--- src/rtl/arb_pkg.sv ---
package arb_pkg;
  typedef enum logic [1:0] {OWN_NONE, OWN_LEFT, OWN_RIGHT} owner_e;

  // datapath -> control: collision facts of the current cycle
  typedef struct packed {
    logic match;
    logic leftPrior;
    logic rightPrior;
  } cmpInfo_t;

  // control -> datapath: which port is held off
  typedef struct packed {
    logic blockRight;
    logic blockLeft;
  } ctrlStrobe_t;
endpackage

--- src/rtl/arb_ctrl.sv ---
module arb_ctrl
  import arb_pkg::*;
(
  input  logic        clk,
  input  logic        rst,
  input  cmpInfo_t    cmp,
  output ctrlStrobe_t strobe
);
  owner_e owner, ownerNext;

  always_comb begin
    if (!cmp.match)
      ownerNext = OWN_NONE;
    else if (owner != OWN_NONE)
      ownerNext = owner;
    else if (cmp.rightPrior && !cmp.leftPrior)
      ownerNext = OWN_RIGHT;
    else
      ownerNext = OWN_LEFT;   // left also takes the same-cycle tie
  end

  always_ff @(posedge clk) begin
    if (rst) owner <= OWN_NONE;
    else     owner <= ownerNext;
  end

  always_comb begin
    strobe.blockLeft  = (owner == OWN_RIGHT);
    strobe.blockRight = (owner == OWN_LEFT);
  end
endmodule

--- src/rtl/arb_dpath.sv ---
module arb_dpath
  import arb_pkg::*;
#(
  parameter int ADDR_W      = 14,
  parameter int HOLD_CYCLES = 2
) (
  input  logic              clk,
  input  logic              rst,
  input  logic              masterMode,
  input  logic [1:0]        portEn,
  input  logic [1:0]        portWr,
  input  logic [ADDR_W-1:0] leftAddr,
  input  logic [ADDR_W-1:0] rightAddr,
  input  logic [1:0]        busyIn,
  input  ctrlStrobe_t       strobe,
  output cmpInfo_t          cmp,
  output logic [1:0]        busyOut,
  output logic [1:0]        arrayWe
);
  localparam int CNT_W = $clog2(HOLD_CYCLES + 1);
  localparam logic [CNT_W-1:0] HOLD_LOAD = CNT_W'(HOLD_CYCLES - 1);

  logic [1:0]        prevEn;
  logic [ADDR_W-1:0] prevLeftAddr, prevRightAddr;
  logic [1:0]        blocked;

  // address compare and first-arrival record
  always_ff @(posedge clk) begin
    if (rst) begin
      prevEn        <= '0;
      prevLeftAddr  <= '0;
      prevRightAddr <= '0;
    end else begin
      prevEn        <= portEn;
      prevLeftAddr  <= leftAddr;
      prevRightAddr <= rightAddr;
    end
  end

  always_comb begin
    cmp.match      = portEn[0] && portEn[1] && (leftAddr == rightAddr);
    cmp.leftPrior  = prevEn[0] && (prevLeftAddr == leftAddr);
    cmp.rightPrior = prevEn[1] && (prevRightAddr == rightAddr);
  end

  assign blocked = {strobe.blockRight, strobe.blockLeft};

  // per-port write gating with deferred completion
  for (genvar i = 0; i < 2; i++) begin : g_port
    logic             effBusy;
    logic             pending;
    logic [CNT_W-1:0] holdCnt;

    assign effBusy    = masterMode ? blocked[i] : busyIn[i];
    assign busyOut[i] = masterMode & blocked[i];
    assign arrayWe[i] = !effBusy &&
                        ((portEn[i] && portWr[i]) || pending || (holdCnt != '0));

    always_ff @(posedge clk) begin
      if (rst) begin
        pending <= 1'b0;
        holdCnt <= '0;
      end else if (effBusy) begin
        pending <= pending | (portEn[i] & portWr[i]);
        holdCnt <= '0;
      end else if (pending) begin
        pending <= 1'b0;
        holdCnt <= HOLD_LOAD;
      end else if (holdCnt != '0) begin
        holdCnt <= holdCnt - 1'b1;
      end
    end
  end
endmodule

--- src/rtl/collision_busy_arbiter.sv ---
module collision_busy_arbiter
  import arb_pkg::*;
#(
  parameter int ADDR_W      = 14,
  parameter int HOLD_CYCLES = 2
) (
  input  logic              clk,
  input  logic              rst,
  input  logic              masterMode,
  input  logic              leftEn,
  input  logic              leftWr,
  input  logic [ADDR_W-1:0] leftAddr,
  input  logic              rightEn,
  input  logic              rightWr,
  input  logic [ADDR_W-1:0] rightAddr,
  input  logic              busyInLeft,
  input  logic              busyInRight,
  output logic              busyOutLeft,
  output logic              busyOutRight,
  output logic              leftWe,
  output logic              rightWe
);
  cmpInfo_t    cmp;
  ctrlStrobe_t strobe;
  logic [1:0]  busyOut, arrayWe;

  arb_ctrl u_ctrl (
    .clk(clk), .rst(rst), .cmp(cmp), .strobe(strobe)
  );

  arb_dpath #(.ADDR_W(ADDR_W), .HOLD_CYCLES(HOLD_CYCLES)) u_dpath (
    .clk(clk), .rst(rst), .masterMode(masterMode),
    .portEn({rightEn, leftEn}), .portWr({rightWr, leftWr}),
    .leftAddr(leftAddr), .rightAddr(rightAddr),
    .busyIn({busyInRight, busyInLeft}),
    .strobe(strobe), .cmp(cmp), .busyOut(busyOut), .arrayWe(arrayWe)
  );

  assign busyOutLeft  = busyOut[0];
  assign busyOutRight = busyOut[1];
  assign leftWe       = arrayWe[0];
  assign rightWe      = arrayWe[1];
endmodule

--- config.mk ---
export PLATFORM = sky130hd
export DESIGN_NAME = collision_busy_arbiter
export DESIGN_NICKNAME = d
export VERILOG_FILES = /design/src/rtl/arb_pkg.sv /design/src/rtl/arb_ctrl.sv /design/src/rtl/arb_dpath.sv /design/src/rtl/collision_busy_arbiter.sv
export SDC_FILE = /design/constraint.sdc
export NUM_CORES = 1
export LEC_CHECK = 0
export CAP_MARGIN = 10
export CORE_MARGIN = 8
export CORE_UTILIZATION = 65
export DETAILED_ROUTE_END_ITERATION = 10
export DONT_BUFFER_PORTS = 1
export PLACE_DENSITY = 0.92
export SLEW_MARGIN = 10
export SYNTH_ARGS = -nofsm -noshare
export SYNTH_HDL_FRONTEND = slang
export SYNTH_SLANG_ARGS = --single-unit
--- constraint.sdc ---
create_clock -name clk -period 3.1 [get_ports clk]
set_clock_uncertainty 0.2 [all_clocks]
set_input_delay 0.62 -clock clk [delete_from_list [all_inputs] [get_ports clk]]
set_output_delay 0.62 -clock clk [all_outputs]
set_load 0.05 [all_outputs]
==> reports/metrics.yaml, run 1 <==
grt_start_max_net_pins: 37
hold_buffers: 0
rsz0062_at_grt: "no"
grt_pass1_vias: 1271
r2r_end: "u_dpath.g_port[0].pending$_SDFF_PP0_"
startpoint: "u_ctrl.owner[1]$_SDFFE_PP0N_"
n_fill_cell: 187
antenna_found_initial: 0
initial_core_util: 0.674
power.leakage_nw: 0.666
final_cells: 202
htree_levels: 2
grt-ovfl-total: 0
place_congestion: 0.749
cts.repair.resized: 0
boundaryPins: 41
min_from: "rst"
seq_area_um2: 761
die-area_um2: 4410
core_um2: 2450
totalWireLength_um: 3360
antenna_cells: 0
hold_path_depth: 1
hold_path_class: "in -> reg"
synthAdderAreaFrac: 0.0151
dp_hpwl_um: 2680
crit_path_end_kind: "primary output"
crit_path_start_kind: "flip-flop"
cap_viol_max_count: 0
regToRegSetupSlack_ns: 1.35
yosysSeqAreaShare: 0.460
synth_compound_area_frac: 0.0318
worstPathRequired_ns: 2.28
crit_path_max_fanout: 4
fin_crit_sh: 0.871
ys_ff_latch: 38
placedCellCount: 194
synthCells: 164
syn_area_um2: 1650
synth_mux_area_frac: 0
synthesis.nets: 203
irDropWorstVdd_mv: 0.777
drtAntennaViolNets: 0
wl_per_cell_um: 16.6
powerDensity_nw_per_um2: 663
cts.sinks: 38
drive_above_1_share: 0.116
numPortBuffers: 0
drt_iter0_markers: 48
slew_viol_final: 0
dr.pass1.iters: 4
multi_input_area_um2: 861
cts_made_buffers: 5
synth_xor_area_frac: 0.233
path_clk_slew_ns: 0.11
yosysWarnings: 0
r2r-start: "u_ctrl.owner[1]$_SDFFE_PP0N_"
vias: 1113
grt_pass1_wl_um: 5510
gr-usage-all-layers: 0.164
vias_per_cell: 5.51
setup_viol: 0
drc: 0
cp.arrival_ns: 1.88
run_status: "finished clean"
min_period_ns: 2.70
synth_top_family_by_area: "simple AND/OR/NAND/NOR gates"
cts_tree: "done"
holdPathEnd: "u_dpath.prevRightAddr[11]$_SDFF_PP0_"
r2r_cells: 5
avgSynthCellArea_um2: 10.1
clkLatencyLatePin_ns: 0.34
die_w_um: 66.4
synth_cell_types: 22
finalSetupTns_ns: 0
maxSlewHeadroom: 0.650
die_y_um: 66.4
cts_setup_buffers: 0
rows: 18
synth-simple-area-share: 0.238
cts_buffer_depth: 2
clockRootBuffer: "clkbuf_4"
fmax_mhz: 370
path_class: "reg -> out"
num-nets-final: 210
tightestPinTransition_ns: 0.525
area_growth_pct: 7.94
report.final.hold_viol_count: 0
[cells by family after synthesis]
logic type / after synthesis
compound gates: 9
xor+xnor: 44
fa+ha+maj: 2
buf+inv: 10
flops: 38
simple gates: 61
[registers in the layout, summed over array words and instances, names as in the netlist]
signal / cells
u_dpath.prevLeftAddr: 14
u_dpath.prevRightAddr: 14
u_dpath.g_port.holdCnt: 4
u_ctrl.owner: 2
u_dpath.g_port.pending: 2
u_dpath.prevEn: 2
[layer usage]
metal / vias up / part of all wire / track usage
li1: 546 / - / -
met4: 0 / 0.026 / 0.0853
met2: 35 / 0.50 / 0.276
met1: 521 / 0.37 / 0.164
met3: 11 / 0.098 / 0.0763
met5: - / 0 / 0
[worst max-delay path, stage by stage (launching register included)]
cell and delay [ns]:
dfxtp_1 0.37, nor2b_1 0.21, and2_1 0.49, a21o_1 0.22, a21oi_1 0.06, buf_4 0.19
[metrics by stage]
stage	hold slack [ns]	power [mW]	worst slack, ns	util	cell area [µm²]
after floorplan	0.224	0.799	0.317	-	1660
after global placement	0.235	0.830	0.749	0.696	1710
after detailed placement	0.260	0.868	0.733	0.696	1710
after CTS	0.122	1.19	0.401	0.727	1790
after global routing	0.109	1.24	0.307	0.727	1790
final	0.132	1.18	0.399	0.727	1790
[layout by cell type, fill, tap and decap left out]
cell / instances
dfxtp_1: 38
nor2b_1: 30
xnor2_1: 29
xor2_1: 15
nand4_1: 8
a21oi_1: 6
inv_1: 5
nor4_1: 5
nor2_1: 5
clkbuf_4: 5
nor3_1: 4
nor3b_2: 3
buf_4: 3
a21o_1: 2
inv_2: 2
nor3_2: 2
ha_1: 2
clkinv_2: 2
and2_1: 1
nor2b_2: 1
nand3_1: 1
nor4_2: 1
o21a_1: 1
bufinv_16: 1
[cell usage after synthesis]
library cell  number  area (µm²)
a21o_1             2        15.0
a21oi_1            6        30.0
and2_1             1        6.26
clkbuf_1           3        11.3
dfxtp_1           38         761
ha_1               2        25.0
inv_1              5        18.8
inv_2              2        7.51
nand3_1            1        5.00
nand4_1            8        50.1
nor2_1             5        18.8
nor2b_1           30         188
nor2b_2            1        8.76
nor3_1             4        20.0
nor3_2             2        20.0
nor3b_1            1        7.51
nor3b_2            2        25.0
nor4_1             5        31.3
nor4_2             1        12.5
o21a_1             1        7.51
xnor2_1           29         254
xor2_1            15         131
[report_power, final]
group / total (mW) / switching, mW / internal (mW)
Clock: 0.327 / 0.160 / 0.167
Sequential: 0.556 / 0.0233 / 0.533
Combinational: 0.301 / 0.168 / 0.133
Total: 1.18 / 0.351 / 0.833
[final cells by class]
type / instances / area share
well taps: 30 / 0.0210
inverters: 7 / 0.0147
flip-flops and latches: 38 / 0.426
repair buffers: 3 / 0.0126
clock inverters: 3 / 0.0224
multi-input cells: 116 / 0.482
clock buffers: 5 / 0.0210
[how the worst max path moves through the flow]
stage                     endpoint  slack, ns  cells after the start
after detailed placement    leftWe       0.73                      4
final                       leftWe       0.40                      5
after CTS                   leftWe       0.40                      5
after global placement      leftWe       0.75                      4
after floorplan             leftWe       0.32                      3
after global routing        leftWe       0.31                      5
Note: power is estimated with default switching activity, not from simulation.
==> inputs of run 2 (changes only) <==
--- a/config.mk
+++ b/config.mk
@@ -6,11 +6,12 @@
 export NUM_CORES = 1
 export LEC_CHECK = 0
 export CAP_MARGIN = 10
-export CORE_MARGIN = 8
+export CORE_MARGIN = 4
 export CORE_UTILIZATION = 65
 export DETAILED_ROUTE_END_ITERATION = 10
 export DONT_BUFFER_PORTS = 1
 export PLACE_DENSITY = 0.92
+export REMOVE_ABC_BUFFERS = 1
 export SLEW_MARGIN = 10
 export SYNTH_ARGS = -nofsm -noshare
 export SYNTH_HDL_FRONTEND = slang
==> run 2 against run 1 <==
  * Non-clock buffer count did not move
  * Maximum frequency down 1.5%
  * Register-to-register slack worse by 0.02 ns
  * Critical path depth unchanged
  * Critical endpoint unchanged
  * Utilization fell by 1.1 points
  * Largest power group unchanged
  * Worst hold slack better by 0.0050 ns
  * First-iteration DRC count fell by 50%
  * Highest routed layer unchanged
  * Combinational power is 4% lower
==> reports/metrics.yaml, run 2 (synthesis results as in run 1) <==
run_status: "finished clean"
area_growth_pct: 6.35
report.final.hold_viol_count: 0  # unchanged
power.leakage_nw: 0.652  # -2.2%
multi_input_area_um2: 861  # unchanged
fin_hold_ws_ns: 0.137  # +0.00498 ns
boundaryPins: 41  # unchanged
totalWireLength_um: 3170  # -5.8%
postPlaceCellArea_um2: 1710  # unchanged
numPortBuffers: 0  # unchanged
regToRegSetupSlack_ns: 1.33  # -0.02 ns
final_common_cell: "dfxtp_1"
path_clk_slew_ns: 0.10  # about the same
drc: 0  # unchanged
vias_per_cell: 5.52  # +0.18%
startpoint: "u_ctrl.owner[1]$_SDFFE_PP0N_"
setup_viol: 0  # unchanged
final_cell_area_um2: 1760  # -1.5%
fin_crit_sh: 0.885  # +0.0136
crit_cells: 5  # unchanged
slew_viol_final: 0  # unchanged
hold_path_class: "in -> reg"
core_um2: 2450  # unchanged
fmax_mhz: 365  # -1.5%
min_period_ns: 2.74  # +0.0422 ns
max_stage_delay_ns: 0.50  # about the same
antenna_found_initial: 0  # unchanged
cp.arrival_ns: 1.92  # +0.04 ns
cts.repair.resized: 0  # unchanged
path_delay_family: "simple AND/OR/NAND/NOR gates"
vias: 1104  # -0.81%
worstPathRequired_ns: 2.28  # about the same
powerDensity_nw_per_um2: 622  # -6.1%
grt-ovfl-total: 0  # unchanged
drtAntennaViolNets: 0  # unchanged
r2r_cells: 5  # unchanged
crit_path_max_fanout: 4  # unchanged
cts_buffer_depth: 2  # unchanged
drive_above_1_share: 0.106  # -0.0104
die_w_um: 58.4  # -12%
cts_made_buffers: 5  # unchanged
gr-usage-all-layers: 0.207  # +0.0431
final_util: 0.717  # -0.0107
place_congestion: 0.807  # +7.6%
seq_area_um2: 761  # unchanged
crit_path_top_delay_cell: "and2_1"
drt_iter0_markers: 24  # -50%
rows: 18  # unchanged
tightestPinTransition_ns: 0.536  # +0.0102 ns
endpoint: "leftWe"
cap_viol_max_count: 0  # unchanged
clkLatencyLatePin_ns: 0.34  # about the same
dr.pass1.iters: 4  # unchanged
path_cells: "nor2b_1 > and2_1 > a21o_1 > a21oi_1 > buf_4"
antenna_cells: 0  # unchanged
crit_path_end_kind: "primary output"
rsz0062_at_grt: "no"
initial_core_util: 0.674  # unchanged
path_class: "reg -> out"
hold_buffers: 0  # unchanged
crit_path_start_kind: "flip-flop"
htree_levels: 2  # unchanged
cts.sinks: 38  # unchanged
grt_pass1_wl_um: 5180  # -6.0%
die-area_um2: 3420  # -23%
irDropWorstVdd_mv: 0.594  # -24%
cts_tree: "done"
die_y_um: 58.4  # -12%
wl_per_cell_um: 15.8  # -4.9%
cts_setup_buffers: 0  # unchanged
grt_pass1_vias: 1189  # -6.5%
clockRootBuffer: "clkbuf_4"
dp_hpwl_um: 2490  # -6.9%
grt_start_max_net_pins: 37  # unchanged
path_buf_inv: 1  # unchanged
r2r_end: "u_dpath.g_port[0].pending$_SDFF_PP0_"
maxSlewHeadroom: 0.643  # -0.00681
n_fill_cell: 186  # -0.53%
num-nets-final: 210  # unchanged
final_cell_mix: "38 x dfxtp_1, 30 x nor2b_1, 29 x xnor2_1"
r2r-start: "u_ctrl.owner[1]$_SDFFE_PP0N_"
reg_top3: "u_dpath.prevLeftAddr x14, u_dpath.prevRightAddr x14, u_dpath.g_port.holdCnt x4"
-- run 2: cell count changes in the layout (fill, tap and decap cells not counted), sizes merged --
| cell | before | now |
|---|---|---|
| clkinv | 2 | 0 |
| clkbuf | 5 | 6 |
| bufinv | 1 | 0 |
-- run 2: cell type report --
cell class / instances / share of cell area
multi-input cells: 116 / 0.489
well taps: 30 / 0.0213
clock buffers: 6 / 0.0292
flip-flops and latches: 38 / 0.432
inverters: 7 / 0.0149
repair buffers: 3 / 0.0128
-- run 2: worst min path at each step --
| stage | end | cells past startpoint | start | slack (ns) |
|---|---|---|---|---|
| floorplan | u_dpath.g_port[0].holdCnt[1]$_SDFFE_PP0P_ | 1 | u_dpath.g_port[0].pending$_SDFF_PP0_ | 0.22 |
| global placement | u_dpath.g_port[0].holdCnt[1]$_SDFFE_PP0P_ | 1 | u_dpath.g_port[0].pending$_SDFF_PP0_ | 0.24 |
| detailed placement | u_dpath.g_port[0].holdCnt[1]$_SDFFE_PP0P_ | 1 | u_dpath.g_port[0].pending$_SDFF_PP0_ | 0.25 |
| CTS | u_dpath.prevRightAddr[11]$_SDFF_PP0_ | 1 | rst | 0.12 |
| global route | u_dpath.prevLeftAddr[12]$_SDFF_PP0_ | 1 | rst | 0.12 |
| finish | u_dpath.prevEn[0]$_SDFF_PP0_ | 1 | rst | 0.14 |
-- run 2: routing by layer --
metal  track usage  vias to the layer above  wire [µm]
li1              -                      547          -
met1         0.231                      514       1220
met2         0.348                       32       1650
met3        0.0614                       11        211
met4         0.119                        0         90
met5             0                        -          0
-- run 2: metrics by stage --
step                std cells  setup TNS, ns  setup slack, ns  total power, mW
floorplan                 161        -0.0213          -0.0213            0.795
global placement          194              0            0.759            0.835
detailed placement        194              0            0.717            0.855
CTS                       200              0            0.351             1.10
global route              200              0            0.238             1.16
finish                    200              0            0.357             1.10
-- run 2: power by group --
part / switching (mW) / internal (mW)
sequential: 0.0225 / 0.532
combinational: 0.158 / 0.131
clock: 0.148 / 0.102
total: 0.329 / 0.766
-- run 2: worst reg2reg max path, cell delays in order, from the launching register on --
cell and delay [ns]:
dfxtp_1 0.37, nor2b_1 0.23, and2_1 0.50, a21o_1 0.22, inv_2 0.04, nor3_1 0.14
==> inputs of run 3 (changes only) <==
--- a/config.mk
+++ b/config.mk
@@ -7,10 +7,10 @@
 export LEC_CHECK = 0
 export CAP_MARGIN = 10
 export CORE_MARGIN = 4
-export CORE_UTILIZATION = 65
+export CORE_UTILIZATION = 25
 export DETAILED_ROUTE_END_ITERATION = 10
 export DONT_BUFFER_PORTS = 1
-export PLACE_DENSITY = 0.92
+export PLACE_DENSITY = 0.49
 export REMOVE_ABC_BUFFERS = 1
 export SLEW_MARGIN = 10
 export SYNTH_ARGS = -nofsm -noshare
==> constraint.sdc (replaced) <==
create_clock -name clk -period 2.6 [get_ports clk]
set_clock_uncertainty 0.2 [all_clocks]
set_input_delay 0.52 -clock clk [delete_from_list [all_inputs] [get_ports clk]]
set_output_delay 0.52 -clock clk [all_outputs]
set_load 0.05 [all_outputs]
==> run 3 against run 2 <==
  * Power grew 34%
  * Worst setup slack improved by 0.044 ns
  * First-iteration DRC count rose by 96%
  * Sequential power increased by 19%
  * Highest routed layer unchanged
  * Design area rose by 7.1%
  * Sequential share of layout area down 2.9 points
  * Cell count up 25%
  * Wire length rose by 11%
==> reports/metrics.yaml, run 3 (synthesis results as in run 1) <==
run_status: "finished clean"
busiest_layer: "met2"
hold_path_class: "in -> reg"
grt_start_max_net_pins: 37  # unchanged
die_y_um: 89.3  # +53%
fin_crit_sh: 0.846
reg_top3: "u_dpath.prevLeftAddr x14, u_dpath.prevRightAddr x14, u_dpath.g_port.holdCnt x4"
cts_setup_buffers: 0  # unchanged
clockRootBuffer: "clkbuf_8"
numPortBuffers: 0  # unchanged
rsz0062_at_grt: "no"
drive_above_1_share: 0.121  # +0.0155
htree_levels: 2  # unchanged
crit_path_start_kind: "flip-flop"
path_class: "reg -> out"
hold_buffers: 0  # unchanged
cts.repair.resized: 0  # unchanged
fin_hold_ws_ns: 0.0893  # -0.0479 ns
crit_path_top_delay_cell: "dfxtp_1"
cts_tree: "done"
crit_path_max_fanout: 4  # unchanged
grt-ovfl-total: 0  # unchanged
finalSetupTns_ns: 0  # unchanged
cts_buffer_depth: 2  # unchanged
report.final.hold_viol_count: 0  # unchanged
area_growth_pct: 13.9
dr.pass1.iters: 4  # unchanged
path_cells: "nor2b_1 > and2_1 > a21o_1 > a21oi_1 > buf_4"
cap_viol_max_count: 0  # unchanged
setup_viol: 0  # unchanged
path_clk_slew_ns: 0.08  # -0.02 ns
slew_viol_final: 0  # unchanged
min_period_ns: 2.20
rows: 29  # +11
cp.arrival_ns: 1.48  # -0.44 ns
wl_per_cell_um: 14.1  # -11%
core_um2: 6390  # +160%
num-nets-final: 211  # +0.48%
cts_made_buffers: 5  # unchanged
powerDensity_nw_per_um2: 781  # +25%
dp_hpwl_um: 2720  # +8.9%
fmax_mhz: 455
worstPathRequired_ns: 1.88  # -0.40 ns
die-area_um2: 7980  # +130%
final_util: 0.295  # -0.422
max_stage_delay_ns: 0.33  # -0.17 ns
grt_pass1_vias: 1065  # -10%
cts.sinks: 38  # unchanged
use_met2: 0.129  # -0.219
drt_iter0_markers: 47  # +96%
antenna_cells: 0  # unchanged
final_common_cell: "dfxtp_1"
drc: 0  # unchanged
grtUsageMet3: 0.0673  # +0.00588
power.leakage_nw: 0.685  # +5.0%
die_w_um: 89.3  # +53%
grt_pass1_wl_um: 5470  # +5.6%
drtAntennaViolNets: 0  # unchanged
vias_per_cell: 4.22  # -23%
place_congestion: 0.718  # -11%
irDropWorstVdd_mv: 0.464  # -22%
tightestPinTransition_ns: 0.327  # -0.208 ns
clkLatencyLatePin_ns: 0.29  # -0.05 ns
crit_path_end_kind: "primary output"
initial_core_util: 0.259  # -0.415
gr-usage-met1: 0.118  # -0.113
gr-usage-all-layers: 0.0939  # -0.113
antenna_found_initial: 0  # unchanged
totalWireLength_um: 3520  # +11%
maxSlewHeadroom: 0.780  # +0.137
boundaryPins: 41  # unchanged
vias: 1056  # -4.3%
final_cell_mix: "38 x dfxtp_1, 30 x nor2b_1, 29 x xnor2_1"
## run 3: cell count changes in the layout (fill, tap and decap cells not counted)
| cell | change |
|---|---|
| clkbuf_4 | -5 |
| clkbuf_8 | +7 |
| buf_4 | +1 |
## run 3: final cells by class
cell class | instances | area (µm²)
fillers | 683 | 4500
multi-input cells | 116 | 861
flip-flops and latches | 38 | 761
clock buffers | 8 | 110
well taps | 77 | 96.3
repair buffers | 4 | 30.0
inverters | 7 | 26.3
## run 3: path summary, 6_finish.rpt
| path | start | endpoint | slack, ns | cells after the start |
|---|---|---|---|---|
| min | rst | u_dpath.prevLeftAddr[9]$_SDFF_PP0_ | 0.09 | 1 |
| min reg2reg | u_dpath.g_port[1].pending$_SDFF_PP0_ | u_dpath.g_port[1].holdCnt[1]$_SDFFE_PP0P_ | 0.26 | 1 |
| max | u_ctrl.owner[1]$_SDFFE_PP0N_ | leftWe | 0.40 | 5 |
| max reg2reg | u_dpath.prevRightAddr[13]$_SDFF_PP0_ | u_ctrl.owner[1]$_SDFFE_PP0N_ | 0.98 | 5 |
## run 3: report_power, final
group	internal, mW	switching (mW)
clock network	0.268	0.206
logic	0.156	0.182
registers	0.635	0.0246
## run 3: per-stage QoR
| step | instances | setup WS [ns] | cell area (µm²) | power [mW] |
|---|---|---|---|---|
| 2_1_floorplan | 161 | -0.321 | 1640 | 0.948 |
| 3_3_place_gp | 242 | 0.691 | 1770 | 1.01 |
| 3_5_place_dp | 242 | 0.671 | 1770 | 1.01 |
| 4_1_cts | 250 | 0.370 | 1880 | 1.49 |
| 5_1_grt | 250 | 0.275 | 1880 | 1.56 |
| 6_report | 250 | 0.401 | 1880 | 1.47 |
## run 3: routing by layer
metal | part of all wire | vias up
li1 | - | 551
met1 | 0.44 | 471
met2 | 0.42 | 32
met3 | 0.13 | 2
met4 | 0.0065 | 0
met5 | 0 | -
## run 3: worst max-delay path: cells and delay by family, from the launching register on
kind                   cells  cell delay, ns
and+or+nand+nor            2            0.32
AOI/OAI and AO/OA          2            0.33
buffers and inverters      1            0.22
DFF                        1            0.33
